`src/rtl/nest_irq_pkg.sv`:
```
package nest_irq_pkg;

   typedef struct packed {
      logic nmi;   // non-maskable service open
      logic isp;   // in-service level, 0 = high level being serviced
      logic ien;   // global enable
   } irq_flags_t;

   localparam irq_flags_t FLAGS_RST = '{nmi: 1'b0, isp: 1'b1, ien: 1'b0};

endpackage

```
`src/rtl/nest_irq_arb.sv`:
```
module nest_irq_arb #(
   parameter int unsigned NSRC = 8,
   localparam int unsigned IW = (NSRC > 1) ? $clog2(NSRC) : 1
) (
   input  logic            clk_i,
   input  logic            rst_ni,
   input  logic [NSRC-1:0] cand_hi_i,
   input  logic [NSRC-1:0] cand_lo_i,
   output logic            valid_o,
   output logic [IW-1:0]   idx_o,
   output logic            low_o
);

   logic [NSRC-1:0] pool;

   always_comb begin
      low_o = ~(|cand_hi_i);
      pool  = low_o ? cand_lo_i : cand_hi_i;
      idx_o = '0;
      for (int k = NSRC - 1; k >= 0; k--) begin
         if (pool[k]) idx_o = IW'(k);
      end
   end

   assign valid_o = |pool;

   a_r7_winner_is_candidate: assert property (@(posedge clk_i) disable iff (!rst_ni)
      valid_o |-> (((low_o ? cand_lo_i : cand_hi_i) >> idx_o) & NSRC'(1)) != '0);

   a_r7_high_before_low: assert property (@(posedge clk_i) disable iff (!rst_ni)
      (valid_o && low_o) |-> cand_hi_i == '0);

endmodule

```
`src/rtl/nest_irq_stack.sv`:
```
module nest_irq_stack #(
   parameter int unsigned DEPTH = 4,
   parameter int unsigned W = 3,
   localparam int unsigned AW = (DEPTH > 1) ? $clog2(DEPTH) : 1,
   localparam int unsigned CW = $clog2(DEPTH + 1)
) (
   input  logic         clk_i,
   input  logic         rst_ni,
   input  logic         push_i,
   input  logic         pop_i,
   input  logic [W-1:0] data_i,
   output logic [W-1:0] top_o,
   output logic         full_o,
   output logic         empty_o
);

   if (DEPTH < 2 || DEPTH > 64) begin : g_bad_depth
      $error("nest_irq_stack: DEPTH must lie in 2..64");
   end

   logic [W-1:0]  mem_q [DEPTH];
   logic [CW-1:0] cnt_q;

   assign full_o  = (cnt_q == CW'(DEPTH));
   assign empty_o = (cnt_q == '0);
   assign top_o   = mem_q[AW'(cnt_q - CW'(1))];

   always_ff @(posedge clk_i or negedge rst_ni) begin
      if (!rst_ni) begin
         cnt_q <= '0;
         for (int i = 0; i < DEPTH; i++) mem_q[i] <= '0;
      end else if (push_i) begin
         mem_q[AW'(cnt_q)] <= data_i;
         cnt_q <= cnt_q + CW'(1);
      end else if (pop_i) begin
         cnt_q <= cnt_q - CW'(1);
      end
   end

   a_r13_no_push_when_full: assert property (@(posedge clk_i) disable iff (!rst_ni)
      push_i |-> !full_o);

   a_r11_no_pop_when_empty: assert property (@(posedge clk_i) disable iff (!rst_ni)
      pop_i |-> !empty_o);

endmodule

```
`src/rtl/nest_irq_ctrl.sv`:
```
module nest_irq_ctrl
   import nest_irq_pkg::*;
#(
   parameter int unsigned NSRC = 8,
   parameter int unsigned DEPTH = 4,
   localparam int unsigned IW = (NSRC > 1) ? $clog2(NSRC) : 1
) (
   input  logic            clk_i,
   input  logic            rst_ni,
   input  logic [NSRC-1:0] req_i,
   input  logic [NSRC-1:0] prio_i,
   input  logic [NSRC-1:0] mask_i,
   input  logic            nmi_i,
   input  logic            boundary_i,
   input  logic            ei_i,
   input  logic            di_i,
   input  logic            reti_i,
   output logic            ack_o,
   output logic            ack_nmi_o,
   output logic [IW-1:0]   ack_idx_o,
   output logic            ien_o,
   output logic            isp_o
);

   if (NSRC < 2 || NSRC > 64) begin : g_bad_nsrc
      $error("nest_irq_ctrl: NSRC must lie in 2..64");
   end

   localparam int unsigned FW = $bits(irq_flags_t);

   logic [NSRC-1:0] pend_q, cand_hi, cand_lo, clr_vec;
   logic            nmi_q, nmi_pend_q, nmi_edge;
   irq_flags_t      flg_q, flg_d, st_top;
   logic [FW-1:0]   st_top_raw;
   logic            st_full, st_empty, arb_valid, arb_lo;
   logic [IW-1:0]   arb_idx;
   logic            window, take_nmi, take_msk, accept, do_pop;
   logic            ack_q, ack_nmi_q;
   logic [IW-1:0]   ack_idx_q;

   // eligibility: low-level sources need the in-service flag at 1
   assign cand_hi = pend_q & ~mask_i & ~prio_i;
   assign cand_lo = pend_q & ~mask_i & prio_i & {NSRC{flg_q.isp}};

   nest_irq_arb #(.NSRC(NSRC)) u_arb (
      .clk_i     (clk_i),
      .rst_ni    (rst_ni),
      .cand_hi_i (cand_hi),
      .cand_lo_i (cand_lo),
      .valid_o   (arb_valid),
      .idx_o     (arb_idx),
      .low_o     (arb_lo)
   );

   assign window   = boundary_i & ~reti_i & ~flg_q.nmi & ~st_full;
   assign take_nmi = window & nmi_pend_q;
   assign take_msk = window & ~nmi_pend_q & flg_q.ien & arb_valid;
   assign accept   = take_nmi | take_msk;
   assign do_pop   = reti_i & ~st_empty & ~accept;
   assign nmi_edge = nmi_i & ~nmi_q;

   always_comb begin
      clr_vec = '0;
      if (take_msk) clr_vec[arb_idx] = 1'b1;
   end

   nest_irq_stack #(.DEPTH(DEPTH), .W(FW)) u_stack (
      .clk_i   (clk_i),
      .rst_ni  (rst_ni),
      .push_i  (accept),
      .pop_i   (do_pop),
      .data_i  (flg_q),
      .top_o   (st_top_raw),
      .full_o  (st_full),
      .empty_o (st_empty)
   );
   assign st_top = st_top_raw;

   always_comb begin
      flg_d = flg_q;
      if (accept) begin
         flg_d.ien = 1'b0;
         if (take_nmi) flg_d.nmi = 1'b1;
         else          flg_d.isp = arb_lo;
      end else if (do_pop) begin
         flg_d = st_top;
      end else if (!reti_i) begin
         if (ei_i)      flg_d.ien = 1'b1;
         else if (di_i) flg_d.ien = 1'b0;
      end
   end

   always_ff @(posedge clk_i or negedge rst_ni) begin
      if (!rst_ni) begin
         pend_q     <= '0;
         nmi_q      <= 1'b0;
         nmi_pend_q <= 1'b0;
         flg_q      <= FLAGS_RST;
         ack_q      <= 1'b0;
         ack_nmi_q  <= 1'b0;
         ack_idx_q  <= '0;
      end else begin
         pend_q     <= (pend_q & ~clr_vec) | req_i;
         nmi_q      <= nmi_i;
         nmi_pend_q <= nmi_edge | (nmi_pend_q & ~take_nmi);
         flg_q      <= flg_d;
         ack_q      <= accept;
         ack_nmi_q  <= take_nmi;
         ack_idx_q  <= take_msk ? arb_idx : '0;
      end
   end

   assign ack_o     = ack_q;
   assign ack_nmi_o = ack_nmi_q;
   assign ack_idx_o = ack_idx_q;
   assign ien_o     = flg_q.ien;
   assign isp_o     = flg_q.isp;

   a_r4_accept_clears_enable: assert property (@(posedge clk_i) disable iff (!rst_ni)
      ack_o |-> !ien_o);

   a_r3_maskable_needs_enable: assert property (@(posedge clk_i) disable iff (!rst_ni)
      (ack_o && !ack_nmi_o) |-> $past(ien_o));

   a_r5_level_loaded: assert property (@(posedge clk_i) disable iff (!rst_ni)
      (ack_o && !ack_nmi_o) |-> isp_o == ((($past(prio_i) >> ack_idx_o) & NSRC'(1)) != '0));

   a_r9_nmi_keeps_level: assert property (@(posedge clk_i) disable iff (!rst_ni)
      (ack_o && ack_nmi_o) |-> isp_o == $past(isp_o));

   a_r10_nmi_blocks_all: assert property (@(posedge clk_i) disable iff (!rst_ni)
      (flg_q.nmi && boundary_i && !reti_i) |=> !ack_o);

   a_r12_no_take_on_return: assert property (@(posedge clk_i) disable iff (!rst_ni)
      (boundary_i && reti_i) |=> !ack_o);

   a_r2_index_in_range: assert property (@(posedge clk_i) disable iff (!rst_ni)
      ack_o |-> 32'(ack_idx_o) < NSRC);

endmodule

```
`config.mk`:
```
export PLATFORM = sky130hd
export DESIGN_NAME = nest_irq_ctrl
export DESIGN_NICKNAME = d
export VERILOG_FILES = /design/src/rtl/nest_irq_pkg.sv /design/src/rtl/nest_irq_arb.sv /design/src/rtl/nest_irq_stack.sv /design/src/rtl/nest_irq_ctrl.sv
export SDC_FILE = /design/constraint.sdc
export NUM_CORES = 1
export LEC_CHECK = 0
export CORE_UTILIZATION = 46
export DETAILED_ROUTE_END_ITERATION = 7
export HOLD_SLACK_MARGIN = 0.08
export PLACE_DENSITY = 0.76
export SLEW_MARGIN = 10
export SYNTH_ARGS = -nofsm -noshare
export SYNTH_HDL_FRONTEND = slang
export SYNTH_HIERARCHICAL = 1
export SYNTH_SLANG_ARGS = --single-unit
```
`constraint.sdc`:
```
create_clock -name clk_i -period 2.5 [get_ports clk_i]
set_input_delay 0.25 -clock clk_i [delete_from_list [all_inputs] [get_ports clk_i]]
set_output_delay 0.25 -clock clk_i [all_outputs]
set_load 0.03 [all_outputs]
```
; ---- Yosys cells after proc, flatten, opt, wreduce, memory -nomap -nowiden
; Index checks and enable logic that the tools add are counted.
[word_totals]
out_inout_bits = 7
register_bits = 33
input_bits = 31
latchBits = 0
memories = 0
rom_bits = 0
ram_bits = 0
[classes]
reduce_logical = 10
magnitude_cmp = 5
bitwise_logic = 33
multipliers = 0
n_div = 0
shift = 0
eq_ne = 4
mux = 29
n_addsub = 2
[ops]
columns = op, count
row1 = 3-bit two-way mux, 15
row2 = 8-bit AND, 5
row3 = 8-bit NOT, 3
row4 = 8-bit two-way mux, 2
row5 = 8-bit OR reduction, 2
row6 = 12-bit bitwise mux, 1
row7 = 1-bit AND, 11
row8 = 1-bit NOT, 9
row9 = 8-bit OR, 1
row10 = 1-bit two-way mux, 7
row11 = 3-bit binary-select mux with 2-bit select, 1
row12 = 3-bit demux with 2-bit select, 1
row13 = 3-bit >= comparator (second input constant), 2
row14 = 2-bit NOT with 3-bit output, 2
row15 = 2-bit AND reduction, 3
row16 = 3-bit by 4-bit less-than comparator with 1-bit output (second input constant), 1
row17 = 2-bit != test (second input constant), 2
row18 = 4-bit nonzero test, 1
row19 = 3-bit by 1-bit adder with 3-bit output (second input constant), 1
row20 = 1-bit demux with 3-bit select, 1
row21 = 3-bit == test (second input constant), 1
row22 = 3-bit by 1-bit >= comparator with 1-bit output (second input constant), 1
row23 = 3-bit zero test, 1
row24 = 3-bit by 1-bit less-than comparator with 1-bit output (second input constant), 1
row25 = other kinds (6), 8

; ---- Longest topological paths before layout
; Gate-level depths: netlist of run 1.
[logic_depth]
depth_word = 21
depth_mapped = 10
depth_no_buf = 8

; ---- Modules after synthesis
; The synthesis of run 1 kept the hierarchy.
[by_module_without_submodules]
columns = module, cells_each, seq_area_each_um2, instances, area_each_um2
row1 = nest_irq_ctrl, 86, 451.7, 1, 904.6
row2 = nest_irq_stack, 57, 375.4, 1, 784.5
row3 = nest_irq_arb, 34, 0.0, 1, 215.2

; ---- Least setup slack after synthesis of run 1
; OpenSTA, ideal clock, no wires.
[synth_path]
kind = reg2reg
from = register u_stack.cnt_q[0]
to = register u_stack/mem_q[10] (netlist bit)
n_path_buf = 3
arrival_ns = 2.351
t_required_ns = 2.375
stages_incl_launch_ff = 11
path_slack_ns = 0.024
cell_sequence = dfrtp_1 buf_6 inv_1 ha_1 and2_1 or4b_1 buf_2 a21oi_1 buf_4 nand2_2 mux2_2
[synth_via]
elab_chain_cells = 7
[synth_lines]
columns = element, line_no
row1 = start: declaration, nest_irq_stack.sv:22  ; logic [CW-1:0] cnt_q;
row2 = start signal: assignment, nest_irq_stack.sv:34  ; cnt_q <= cnt_q + CW'(1);
row3 = start signal: assignment, nest_irq_stack.sv:36  ; cnt_q <= cnt_q - CW'(1);
row4 = 3-bit == test (*), nest_irq_stack.sv:24  ; assign full_o = (cnt_q == CW'(DEPTH));
row5 = named net st_full, nest_irq_ctrl.sv:35  ; logic st_full, st_empty, arb_valid, arb_lo;
row6 = 1-bit NOT (*), nest_irq_ctrl.sv:55  ; assign window = boundary_i & ~reti_i & ~flg_q.nmi & ~st_full;
row7 = 1-bit AND (*), nest_irq_ctrl.sv:55
row8 = 1-bit AND (3 in series), nest_irq_ctrl.sv:57  ; assign take_msk = window & ~nmi_pend_q & flg_q.ien & arb_valid;
row9 = 1-bit OR (*), nest_irq_ctrl.sv:58  ; assign accept = take_nmi | take_msk;
row10 = named net accept, nest_irq_ctrl.sv:37  ; logic window, take_nmi, take_msk, accept, do_pop;
row11 = end signal: indexed assignment, nest_irq_stack.sv:33  ; mem_q[AW'(cnt_q)] <= data_i;
row12 = end: declaration, nest_irq_stack.sv:21  ; logic [W-1:0] mem_q [DEPTH];
; Mark *: on every way through the listed nets, which the timed path passes. The rest lies on a longest branch.
; A chain may end at the register's enable or synchronous reset.

; ---- Final worst setup path of run 1
[layout_path]
from = register flg_q, in the netlist isp_o
to = register pend_q[5]
[layout_lines]
columns = element, line_no
row1 = start: declaration, nest_irq_ctrl.sv:33  ; irq_flags_t flg_q, flg_d, st_top;
row2 = start signal: assignment, nest_irq_ctrl.sv:106  ; flg_q <= flg_d;
row3 = 8-bit AND (*), nest_irq_ctrl.sv:43  ; assign cand_lo = pend_q & ~mask_i & prio_i & {NSRC{flg_q.isp}};
row4 = named net cand_lo[1], nest_irq_ctrl.sv:31  ; logic [NSRC-1:0] pend_q, cand_hi, cand_lo, clr_vec;
row5 = 8-bit two-way mux (*), nest_irq_arb.sv:18  ; pool = low_o ? cand_lo_i : cand_hi_i;
row6 = 3-bit two-way mux (*) (2 in series), nest_irq_arb.sv:21  ; if (pool[k]) idx_o = IW'(k);
row7 = named net arb_idx[0], nest_irq_ctrl.sv:36  ; logic [IW-1:0] arb_idx;
row8 = 3-bit by 4-bit less-than comparator with 1-bit output (not written as such) or 3-bit by 1-bit >= comparator with 1-bit output (tied branches), nest_irq_ctrl.sv:64  ; if (take_msk) clr_vec[arb_idx] = 1'b1;
row9 = 1-bit logical AND (not written as such), nest_irq_ctrl.sv:64
row10 = 1-bit two-way mux (not written as such), nest_irq_ctrl.sv:64
row11 = 1-bit demux with 3-bit select (*), nest_irq_ctrl.sv:64
row12 = 8-bit two-way mux (*), nest_irq_ctrl.sv:64
row13 = 8-bit NOT (*), nest_irq_ctrl.sv:103  ; pend_q <= (pend_q & ~clr_vec) | req_i;
row14 = 8-bit AND (*), nest_irq_ctrl.sv:103
row15 = 8-bit OR (*), nest_irq_ctrl.sv:103
row16 = end signal: assignment, nest_irq_ctrl.sv:103
row17 = end: declaration, nest_irq_ctrl.sv:31
; Marks and branches as above.

==> results.yml, run 1 <==
synth:
  synth_area_um2: 1904
  post_synth_inst_count: 177
  synthesis.area_per_instance_um2: 10.76
  synth_top_cells_by_area: "sky130_fd_sc_hd__dfrtp_1, sky130_fd_sc_hd__mux2_2, sky130_fd_sc_hd__and4b_1"
  yosys_register_bits: 33
  synth-warning-count: 6
  synth.distinct_cells: 41
  synth_top_area_share: 0.4205
  synth-seq-area-share: 0.4343
  postSynthNetCount: 214
  netlist.top_cell.by_area: "sky130_fd_sc_hd__dfrtp_1"
global_route:
  grt_pass1_vias: 1532
  global_route.usage.total: 0.2276
  grt_first_pass_wirelength_mm: 7.251
  grt_start_max_net_pins: 34
  grt_antenna_before_repair: 0
  overflow: 0
critical_path:
  worst-endpoint-arrival_ps: 2550
  critical-path-top-delay-family: "simple AND/OR/NAND/NOR gates"
  required_ps: 2650
  cp-start-kind: "flop"
  path_max_fanout: 7
  crit_path_frequent_cell: "sky130_fd_sc_hd__a21oi_1"
  crit_path_top_delay_cell: "sky130_fd_sc_hd__dfstp_2"
  timing.critical_path.buf_inv: 2
  criticalPathCategory: "flop to flop"
  crit_path_cell_trace: "buf_12, and4b_1, a21oi_1, or3b_1, a31oi_1, inv_1, nor4_4, a21oi_1"
  cpPeakStageDelay_ps: 630
  critPathCaptureType: "flop"
clocking:
  cts_tree: "yes"
  maximum_buffer_depth_of_the_clock_tree: 2
  htree_levels: 2
  clkTransAtPathRegs_ps: 70
  hold_buffers: 0
  clk_root_buffer_cell: "sky130_fd_sc_hd__clkbuf_8"
  insertion_delay_ps: 290
  clock_sinks: 33
  tritoncts.num_buffers: 5
routing:
  drc: 0
  num_vias: 1613
  dr.pass1.iters: 4
  initialDrtViolationCount: 96
  wire_per_inst_um: 15.13
  ant_nets_after_route: 0
  postRouteWirelength_mm: 4.448
  route.detailed.vias_per_inst: 5.486
sta:
  worst_hold_slack_ps: 352.7
  clk_skew_ps: 4.721
  report.final.slew_viol_count: 0
  setup_total_negative_slack_ps: 0
  final_critical_path_setup_slack_ps: 104.9
  worst_pin_slew_ps: 444.9
  final-setup-viol-count: 0
  post-route-min-period_ps: 2395
  period_utilization: 0.9580
  timing.max_slew.rel_slack: 0.7028
  final-hold-violation-count: 0
  maxClockFrequency_mhz: 417.5
placement:
  port-buffer-count: 37
  routabilityCongestion: 0.8988
  dp_slack_ps: -228.8
  detailed_placement_wirelength_estimate_mm: 3.359
  placed_cells: 284
hold_path:
  holdCritPathClass: "input pin to asynchronous set/reset pin"
finish:
  nNetsFinal: 280
  insertedDiodeCount: 0
  layout-drive-gt1-share: 0.2459
  synthToLayoutAreaGrowth_pct: 36.86
  fin_cells: 294
pwr:
  worst_ir_drop_vdd_v: 0.0005491
  powerDensity_nw_per_um2: 728.9
  power.leakage_nw: 1.114
die:
  full_die_area_um2: 4401
  die-width_um: 66.34
  area_of_the_core_region_um2: 4000
  io_pins: 38
  floorplan.initialDensity: 0.4761
  fp.dieH_um: 66.34
  placement_rows: 23
status:
  outcome: "completed"
run:
  max-cap-violations: 0
-- cells in the final DEF (no fill, tap or decap), types with 3 or more instances in the layout --
cell type and n:
sky130_fd_sc_hd__clkdlybuf4s50_1 37, sky130_fd_sc_hd__dfrtp_1 32, sky130_fd_sc_hd__buf_4 24, sky130_fd_sc_hd__nand2b_1 5, sky130_fd_sc_hd__nand2_1 6, sky130_fd_sc_hd__o21ai_0 4
sky130_fd_sc_hd__nor2_1 24, sky130_fd_sc_hd__clkinvlp_4 3, sky130_fd_sc_hd__mux4_2 3, sky130_fd_sc_hd__mux2_2 14, sky130_fd_sc_hd__clkbuf_8 5, sky130_fd_sc_hd__and4b_1 10
sky130_fd_sc_hd__ha_1 6, sky130_fd_sc_hd__and2_1 4, sky130_fd_sc_hd__nor3b_1 8, sky130_fd_sc_hd__nand2_2 3, sky130_fd_sc_hd__inv_1 8, sky130_fd_sc_hd__nor4_4 3
sky130_fd_sc_hd__a21oi_1 15
-- path summary, 6_finish.rpt --
path,endpoint,cells after the start,from,slack [ps]
max,pend_q[5],8,isp_o,100
min,u_stack/mem_q[9],2,rst_ni,350
max in group asynchronous,isp_o,2,rst_ni,1810
min reg2reg,nmi_pend_q,1,nmi_q,440
max reg2reg,pend_q[5],8,isp_o,100
min in group clk_i,nmi_pend_q,1,nmi_q,440
-- layer usage --
layer | vias to the layer above | share of wire | GRT usage
li1 | 781 | - | -
met1 | 798 | 0.46 | 0.3068
met2 | 30 | 0.50 | 0.3597
met3 | 4 | 0.030 | 0.04310
met4 | 0 | 0.012 | 0.08777
met5 | - | 0 | 0
-- final cells by class --
cell class | instances | area, um2
Fill cell | 323 | 1394
Inverter | 8 | 30.03
Tap cell | 50 | 62.56
Clock buffer | 5 | 68.82
Multi-Input combinational cell | 133 | 1025
Sequential cell | 33 | 827.0
Clock inverter | 3 | 22.52
Timing Repair Buffer | 62 | 570.5
-- registers in the layout, summed over array words and instances, names as in the netlist --
name and flops:
nmi_q 1, ack_idx_o 3, nmi_pend_q 1, u_stack/mem_q 12, isp_o 1, ack_nmi_o 1, pend_q 8, u_stack/cnt_q 3
flg_q 1, ien_o 1, ack_o 1
-- power breakdown --
part | switching (W) | internal (W) | total [W]
combinational | 0.000347 | 0.000385 | 0.000732
clock | 0.000214 | 0.000195 | 0.000409
sequential | 0.000108 | 0.000650 | 0.000759
-- worst register-to-register path: cells and delay by family, from the launching register on --
family / cells / cell delay (ps)
buffers and inverters: 2 / 260
AO/OA/AOI/OAI: 3 / 480
flip-flops: 1 / 630
AND/OR/NAND/NOR: 3 / 890
-- repair_timing --
| item | 4_1_cts | 5_1_grt |
|---|---|---|
| setup endpoints to repair | 0 | 8 |
| buffers inserted | 0 | 2 |
| resized for setup | 0 | 1 |
-- synthesized netlist by cell type, drive strengths merged --
master,count
or3,1
mux2,14
a21oi,15
nor4b,1
nand3,1
dfstp,1
or4b,1
buf,3
and3,1
and2,5
or3b,1
mux4,3
and4b,10
xnor2,1
and2b,1
nand2,9
nor3b,8
nor2,24
ha,6
a21boi,1
nand2b,5
nand3b,2
nor3,3
nor2b,2
o31a,1
inv,8
o31ai,2
o21ai,4
a211oi,1
a221oi,1
dfrtp,32
a2111oi,1
nor4,6
a31oi,2
-- cell families after synthesis --
| family | count (synthesis) | share of synthesized area |
|---|---|---|
| muxes | 17 | 0.1183 |
| and+or+nand+nor | 81 | 0.2891 |
| xor gates and xnor gates | 1 | 0.004600 |
| DFF | 33 | 0.4343 |
| adders and majority gates | 6 | 0.03942 |
| buffers and inverters | 11 | 0.02825 |
| AOI/OAI and AO/OA | 28 | 0.08607 |
-- stage by stage --
stage          cell area (um2)  total power (W)  utilization
2_1_floorplan             1904         0.001219            -
3_3_place_gp              2486         0.001453       0.6215
3_5_place_dp              2486         0.001488       0.6215
4_1_cts                   2577         0.001902       0.6444
5_1_grt                   2606         0.002026       0.6515
6_report                  2606         0.001900       0.6515
Power figures use the tool's default switching activity.
==> run 2, diff against run 1 <==
- HOLD_SLACK_MARGIN: 0.08 -> not set
==> results of run 2 <==
The final DEF is identical to that of run 1; final timing and power are the same.
==> run 3, diff against run 2 <==
- CTS_CLUSTER_DIAMETER: not set -> 40
- PLACE_DENSITY: 0.76 -> 0.84
==> run 3 against run 2 <==
Non-clock buffer count fell by 2; sequential cell count did not move; combinational power fell by 3.0%; design area fell by 0.43%; first-iteration DRC count fell by 7.3%; sequential share of layout area rose by 0.14 points; worst setup slack improved by 39 ps; critical path depth did not move; via count fell by 2.0%; critical path type unchanged.
==> results.yml, run 3 (synthesized netlist as in run 1, its figures left out) <==
routing:
  postRouteWirelength_mm: 4.225
  drc: 0
  num_vias: 1580
  route.detailed.vias_per_inst: 5.430
  initialDrtViolationCount: 89
  ant_nets_after_route: 0
  wire_per_inst_um: 14.52
  dr.pass1.iters: 4
critical_path:
  r2r_cells: 8
  crit_path_top_delay_cell: "sky130_fd_sc_hd__dfstp_2"
  criticalPathCategory: "flop to flop"
  crit_path_cell_trace: "and4b_1, inv_1, a2111oi_0, or3_1, a31oi_1, buf_4, nor4_4, a21oi_1"
  regToRegSetupSlack_ps: 140
  timing.critical_path.buf_inv: 2
  worst_r2r_endpoint: "pend_q[2]"
  worst-endpoint-arrival_ps: 2500
  critPathCaptureType: "flop"
  cpPeakStageDelay_ps: 630
  path_max_fanout: 10
  cp-start-kind: "flop"
  critical-path-top-delay-family: "simple AND/OR/NAND/NOR gates"
  critical_path.reg2reg.startpoint: "isp_o"
  required_ps: 2640
die:
  fp.dieH_um: 66.34
  io_pins: 38
  full_die_area_um2: 4401
  die-width_um: 66.34
  placement_rows: 23
  floorplan.initialDensity: 0.4761
  area_of_the_core_region_um2: 4000
finish:
  final_common_cell: "sky130_fd_sc_hd__clkdlybuf4s50_1"
  biggestRegsByFlops: "u_stack/mem_q (12), pend_q (8)"
  nFillCells: 312
  largest_reg_flops: 12
  fin_cells: 291
  layout-drive-gt1-share: 0.2407
  final_design_area_no_fill_um2: 2595
  registers.top_by_ff_count: "u_stack/mem_q"
  nNetsFinal: 278
  layout.core_utilization: 0.6487
  insertedDiodeCount: 0
  synthToLayoutAreaGrowth_pct: 36.27
  layout.cells.most_common_list: "sky130_fd_sc_hd__clkdlybuf4s50_1, sky130_fd_sc_hd__dfrtp_1, sky130_fd_sc_hd__nor2_1"
clocking:
  htree_levels: 2
  clk_root_buffer_cell: "sky130_fd_sc_hd__clkbuf_8"
  clock_sinks: 33
  maximum_buffer_depth_of_the_clock_tree: 2
  tritoncts.num_buffers: 5
  clkTransAtPathRegs_ps: 70
  insertion_delay_ps: 280
  hold_buffers: 0
  cts_tree: "yes"
run:
  max-cap-violations: 0
global_route:
  overflow: 0
  grt_first_pass_wirelength_mm: 6.748
  grt_antenna_before_repair: 0
  grt_pass1_vias: 1462
  global_route.usage.total: 0.2118
  grt_start_max_net_pins: 34
sta:
  final-hold-violation-count: 0
  clk_skew_ps: 11.07
  final-setup-viol-count: 0
  rsz0062_at_grt: "no"
  post-route-min-period_ps: 2356
  worst_pin_slew_ps: 375.4
  report.final.slew_viol_count: 0
  period_utilization: 0.9426
  maxClockFrequency_mhz: 424.4
  timing.max_slew.rel_slack: 0.7433
placement:
  placed_cells: 283
  port-buffer-count: 37
  detailed_placement_wirelength_estimate_mm: 3.241
  routabilityCongestion: 0.9115
  postPlaceCellArea_um2: 2479
status:
  outcome: "completed"
pwr:
  worst_ir_drop_vdd_v: 0.0003853
  powerDensity_nw_per_um2: 748.6
  power.leakage_nw: 1.121
  total_power_w: 0.001943
hold_path:
  holdCritPathClass: "input pin to asynchronous set/reset pin"
==> run 3: cell count changes in the layout (fill, tap and decap cells not counted), sizes merged <==
cell,change
clkinv,+1
clkinvlp,-3
buf,-2
bufinv,+1
==> run 3: routing by layer <==
layer | routed length, um | GRT usage | up-vias
li1 | - | - | 774
met1 | 1974 | 0.2868 | 760
met2 | 2057 | 0.3125 | 44
met3 | 177 | 0.05690 | 2
met4 | 16 | 0.09840 | 0
met5 | 0 | 0 | -
==> run 3: per-stage QoR <==
step	setup TNS [ps]	hold WS [ps]	setup WS [ps]
after floorplan	0	-45.59	24.18
after global placement	-692.7	418.9	-113.0
after detailed placement	-2437	424.1	-221.4
after CTS	0	368.4	68.77
after global routing	0	390.0	23.14
final	0	357.0	143.6
==> run 3: worst max-delay path by stage <==
| stage | from | end | depth (start not counted) |
|---|---|---|---|
| finish | isp_o | pend_q[2] | 8 |
| detailed placement | prio_i[2] | pend_q[5] | 10 |
| global route | isp_o | pend_q[2] | 8 |
| floorplan | u_stack/cnt_q[0] | u_stack/mem_q[10] | 10 |
| global placement | prio_i[2] | pend_q[3] | 10 |
| CTS | isp_o | pend_q[3] | 8 |
==> run 3: repair_timing <==
item | CTS | global route
setup endpoints to repair | 0 | 8
gates resized for setup | 0 | 1
setup buffers | 0 | 1
==> run 3: worst reg2reg max path, delay by kind of cell (launching register included) <==
family	cells	cell delay (ps)
and+or+nand+nor	3	810
DFF	1	630
AOI/OAI and AO/OA	3	580
buffers and inverters	2	200
==> run 3: where the power goes <==
part / switching [W] / internal (W)
registers: 0.000105 / 0.000651
logic: 0.000333 / 0.000377
clock network: 0.000187 / 0.000289
total: 0.000625 / 0.00132
==> run 3: final cells by class <==
class	instances	area [um2]	area share
timing repair buffer	60	543.0	0.2093
inverter	8	30.03	0.01157
multi-input combinational	133	1028	0.3963
clock inverter	2	35.03	0.01350
clock buffer	5	68.82	0.02652
tap	50	62.56	0.02411
sequential	33	827.0	0.3187
